`src/rtl/pcm_serial_tx.sv`:
```
`timescale 1ns/1ps
module pcm_serial_tx #(
  parameter int DIV_W = 8
) (
  input  logic             clk,
  input  logic             rst_n,
  input  logic [DIV_W-1:0] cfg_div,
  input  logic [1:0]       cfg_prec,
  input  logic             cfg_lsb_first,
  input  logic             cfg_ws_inv,
  input  logic [1:0]       cfg_route,
  input  logic             in_valid,
  input  logic [23:0]      in_left,
  input  logic [23:0]      in_right,
  output logic             in_ready,
  output logic             bclk,
  output logic             ws,
  output logic             sdo,
  output logic             underrun
);

  logic [DIV_W-1:0] cnt;
  logic             bclk_q, ws_q, sdo_q, underrun_q;
  logic [5:0]       slot, nslot, last_idx, pos, k, w6;
  logic             last_q;
  logic [1:0]       prec_q, route_q;
  logic             lsb_q, inv_q;
  logic [23:0]      act_l, act_r, pend_l, pend_r, l_out, r_out, smp;
  logic             pend_full;
  logic             tick, fall, load, mode16, right, in_rng, nbit;
  logic [4:0]       idx;

  assign tick     = (cnt >= cfg_div);
  assign fall     = tick & bclk_q;
  assign mode16   = (prec_q == 2'd0);
  assign last_idx = mode16 ? 6'd31 : 6'd63;
  assign nslot    = last_q ? 6'd0 : slot + 6'd1;
  assign load     = fall && (nslot == last_idx);

  assign right = mode16 ? nslot[4] : nslot[5];
  assign pos   = mode16 ? {2'b00, nslot[3:0]} : {1'b0, nslot[4:0]};
  assign k     = mode16 ? pos : pos - 6'd1;

  always_comb begin
    case (prec_q)
      2'd0:    w6 = 6'd16;
      2'd1:    w6 = 6'd18;
      2'd2:    w6 = 6'd20;
      default: w6 = 6'd24;
    endcase
  end

  assign l_out = (route_q == 2'd2 || route_q == 2'd3) ? act_r : act_l;
  assign r_out = (route_q == 2'd1 || route_q == 2'd3) ? act_l : act_r;
  assign smp   = right ? r_out : l_out;

  assign in_rng = mode16 || (pos != 6'd0 && pos <= w6);
  assign idx    = lsb_q ? 5'(6'd24 - w6 + k) : 5'(6'd23 - k);
  assign nbit   = in_rng ? smp[idx] : 1'b0;

  always_ff @(posedge clk) begin
    if (!rst_n) begin
      cnt        <= '0;
      bclk_q     <= 1'b0;
      slot       <= 6'd30;
      last_q     <= 1'b0;
      ws_q       <= 1'b0;
      sdo_q      <= 1'b0;
      prec_q     <= 2'd0;
      route_q    <= 2'd0;
      lsb_q      <= 1'b0;
      inv_q      <= 1'b0;
      act_l      <= '0;
      act_r      <= '0;
      pend_l     <= '0;
      pend_r     <= '0;
      pend_full  <= 1'b0;
      underrun_q <= 1'b0;
    end else begin
      if (tick) begin
        cnt    <= '0;
        bclk_q <= ~bclk_q;
      end else begin
        cnt <= cnt + DIV_W'(1);
      end
      if (fall) begin
        slot   <= nslot;
        last_q <= (nslot == last_idx);
        ws_q   <= right ^ inv_q;
        sdo_q  <= nbit;
      end
      if (load) begin
        prec_q     <= cfg_prec;
        route_q    <= cfg_route;
        lsb_q      <= cfg_lsb_first;
        inv_q      <= cfg_ws_inv;
        underrun_q <= !pend_full;
        if (pend_full) begin
          act_l <= pend_l;
          act_r <= pend_r;
        end
      end
      if (in_valid && !pend_full) begin
        pend_l    <= in_left;
        pend_r    <= in_right;
        pend_full <= 1'b1;
      end else if (load) begin
        pend_full <= 1'b0;
      end
    end
  end

  assign in_ready = !pend_full;
  assign bclk     = bclk_q;
  assign ws       = ws_q;
  assign sdo      = sdo_q;
  assign underrun = underrun_q;

  a_r3_ws_moves_on_fall: assert property (@(posedge clk) disable iff (!rst_n)
    !$stable(ws_q) |-> $fell(bclk_q));

  a_r3_sdo_moves_on_fall: assert property (@(posedge clk) disable iff (!rst_n)
    !$stable(sdo_q) |-> $fell(bclk_q));

  a_r4_pad_slot_zero: assert property (@(posedge clk) disable iff (!rst_n)
    (fall && !mode16 && pos == 6'd0) |=> !sdo_q);

  a_r8_ready_drops: assert property (@(posedge clk) disable iff (!rst_n)
    (in_valid && in_ready) |=> !in_ready);

  a_r9_flag_on_fall: assert property (@(posedge clk) disable iff (!rst_n)
    !$stable(underrun_q) |-> $fell(bclk_q));

endmodule

```
`config.mk`:
```
export PLATFORM = sky130hd
export DESIGN_NAME = pcm_serial_tx
export DESIGN_NICKNAME = d
export VERILOG_FILES = /design/src/rtl/pcm_serial_tx.sv
export SDC_FILE = /design/constraint.sdc
export NUM_CORES = 1
export LEC_CHECK = 0
export ABC_AREA = 1
export CAP_MARGIN = 40
export CORE_MARGIN = 3
export CORE_UTILIZATION = 45
export DETAILED_ROUTE_END_ITERATION = 8
export HOLD_SLACK_MARGIN = 0.05
export PLACE_DENSITY = 0.69
export SLEW_MARGIN = 5
export SYNTH_ARGS = -nofsm -noshare
export SYNTH_HDL_FRONTEND = slang
export SYNTH_SLANG_ARGS = --single-unit
export TNS_END_PERCENT = 10
```
`constraint.sdc`:
```
create_clock -name clk -period 6.9 [get_ports clk]
set_input_delay 1.38 -clock clk [delete_from_list [all_inputs] [get_ports clk]]
set_output_delay 1.38 -clock clk [all_outputs]
set_load 0.03 [all_outputs]
```
==> results_dict.tcl <==
set metrics [dict create \
    outcome "finished, final reports clean" \
    clkPwrFrac_pct 49.5 \
    peakVddDrop_uv 203 \
    path_clk_slew_ns 0.05 \
    switching_share_pct 21.7 \
    power_frac_comb_pct 6.3 \
    final_common_cell "nor2_1" \
    cpMostUsedCell "nand2_1" \
    max-slew-margin-rel_pct 45.9 \
    synthMuxAreaShare_pct 0.324 \
    pin_count 70 \
    r2r-end "sdo" \
    syn_nets 945 \
    first_global_vias 5328 \
    finalClockSkew_ns 0.00816 \
    power.leakage_nw 2.99 \
    min_period_ns 4.19 \
    grt_max_degree 69 \
    top_layer "met4" \
    worstMarginPinSlew_ns 0.811 \
    async_flop_share_pct 0 \
    wl_per_cell_um 13.2 \
    start_util_pct 46.3 \
    placed_cells 1058 \
    cts_tree "yes" \
    finalSetupViolCount 0 \
    yosys_warnings 0 \
    p_int_mw 1.32 \
    power.switching_uw 365 \
    numCtsBuffers 17 \
    cp_cell_sequence "clkdlybuf4s50_1, inv_1, ha_1, a21oi_1, o21ai_1, nand2_1, o2111ai_1, nand2_1, nor2_1, nand2_1, nor2_4, inv_2, buf_12, o21ai_0, a21oi_1" \
    htree_levels 4 \
    min-delay-start "cnt[0]" \
    routabilityCongestion 0.881 \
    antenna_found_initial 0 \
    fin_cells 1090 \
    crit_fanout 42 \
    max_freq_mhz 239 \
    rsz0062_at_grt "false" \
    num_vias 5556 \
    drv_slew 0 \
    cts_resized 0 \
    design_area_sq_mm 0.00741 \
    die_w_um 123 \
    drive_above_1_share_pct 9.52 \
    grt_pass1_wl_um 24400 \
    synth-simple-area-share_pct 23.2 \
    power_frac_seq_pct 44.2 \
    setup_ws_ns 2.71 \
    power.density_mw_per_mm2 227 \
    reg2reg_depth 21 \
    synthDistinctLibCells 41 \
    crit_required_ns 7.25 \
    fin_hold_ws_ns 0.465 \
    synth_edf_count 0 \
    cts-root-buf "clkbuf_16" \
    synth_compound_area_share_pct 20.7 \
    arrival_ns 4.54 \
    crit_end "act_r[22]" \
    coreArea_sq_mm 0.0133 \
    end_kind "flip-flop" \
    avgSynthCellArea_sq_um 7.20 \
    area_delta_synth_final_pct 19.8 \
    final_cell_mix "177 x nor2_1, 122 x dfxtp_1, 85 x o21ai_0, 83 x a21oi_1, 76 x inv_1" \
    grt-ovfl-total 0 \
    preCtsSetupSlack_ns 2.30 \
    io_buffer_count 69 \
    path_class "in2reg" \
    r2r_slack_ns 3.64 \
    dr.pass1.iters 4 \
    synthAdderAreaFrac_pct 4.37 \
    place_hpwl_um 9750 \
    cap_violations 0 \
    yosysSeqAreaShare_pct 39.5 \
    syn_inst 859 \
    dieHeight_um 123 \
    startpoint_type "primary input" \
    startpoint "cfg_div[1]" \
    drt_iter0_markers 390 \
    synth_top_family_by_area "simple AND/OR/NAND/NOR gates" \
    diodes 0 \
    clock_path_buffers 2 \
    dieArea_sq_mm 0.0152 \
    slowest_stage "inv_2" \
    rows 42 \
    vias_per_cell 5.10 \
    setup_tns_ns 0 \
    clock_latency_ns 0.41 \
    cts_sinks 122 \
    wl_um 14400 \
    grt_usage_pct 20.2 \
    synth-main-ff-cell "dfxtp_1" \
    met2_length_um 6780 \
    ys_seq_elements 122 \
    drt-met1-wl_um 6730 \
    holdCritPathClass "reg2reg" \
    synth_xor_area_share_pct 1.80 \
    hold_buffers 0 \
    finalCritPeriodShare_pct 60.7 \
    ant_nets 0 \
    syn-cell-area_sq_mm 0.00618 \
    nets 987 \
    hold_viol_final 0 \
    r2r_start "slot[0]" \
    drc 0 \
    cpPeakStageDelay_ns 0.50 \
    wl_met3_um 587 \
    postPlaceCellArea_sq_mm 0.00685 \
    cts_setup_buffers 0 \
]
worst min path at each step:
stage,to,slack (ns),cells past startpoint
2_1_floorplan,cnt[0],0.43,1
5_1_grt,act_r[21],0.50,2
4_1_cts,cnt[0],0.46,1
3_5_place_dp,cnt[0],0.45,1
3_3_place_gp,cnt[0],0.45,1
6_report,cnt[0],0.47,1
cell usage after synthesis, drive strengths merged, types with 2 or more instances:
| cell type | n | area share [%] |
|---|---|---|
| mux2i | 2 | 0.32 |
| dfxtp | 122 | 39 |
| xnor2 | 5 | 0.83 |
| nand4 | 3 | 0.30 |
| nor2 | 181 | 11 |
| buf | 19 | 2.9 |
| nand3 | 71 | 6.1 |
| ha | 20 | 4.0 |
| inv | 84 | 5.1 |
| o21ai | 116 | 9.7 |
| a211oi | 2 | 0.24 |
| nand2 | 75 | 5.1 |
| o211ai | 3 | 0.36 |
| or2 | 4 | 0.40 |
| a21oi | 103 | 9.6 |
| xor2 | 6 | 0.97 |
| clkbuf | 34 | 2.1 |
registers in the layout (all words and copies together), names as in the netlist, 2 cells and up:
name	cells
act_l	24
act_r	24
pend_l	24
pend_r	24
cnt	8
slot	6
prec_q	2
route_q	2
routing by layer:
layer  up-vias  GRT usage, %
met1      2506          25.6
met4         0          8.37
met3        23          4.25
met5         -             0
met2       129          33.4
li1       2898             -
area by class of cell:
class,count,area [sq um]
inverters,85,319
repair buffers,76,751
clock buffers,23,458
multi-input cells,599,3120
well taps,176,220
fillers,1313,5940
flip-flops and latches,122,2440
clock inverters,9,97.6
critical path, delay by kind of cell:
kind            cells  cell delay (ns)
compound gates      5             0.60
fa+ha+maj           1             0.30
buf+inv             4             1.31
simple gates        5             0.89
power groups by stage:
stage	Sequential, mW	Combinational (mW)	Clock [mW]
after global routing	0.747	0.121	0.880
after floorplan	0.753	0.0571	0
after global placement	0.760	0.105	0
after detailed placement	0.760	0.107	0
final	0.745	0.106	0.834
after CTS	0.745	0.107	0.848
through the flow:
| step | util, % | power (mW) |
|---|---|---|
| final | 55.5 | 1.69 |
| after global routing | 55.5 | 1.75 |
| after CTS | 55.5 | 1.70 |
| after detailed placement | 51.3 | 0.866 |
| after global placement | 51.3 | 0.865 |
| after floorplan | - | 0.810 |
cell families after synthesis:
kind of cell    after synthesis
mux                           2
fa+ha+maj                    21
flops                       122
simple gates                335
xor+xnor                     11
compound gates              230
buf+inv                     138
Power figures use the tool's default switching activity.
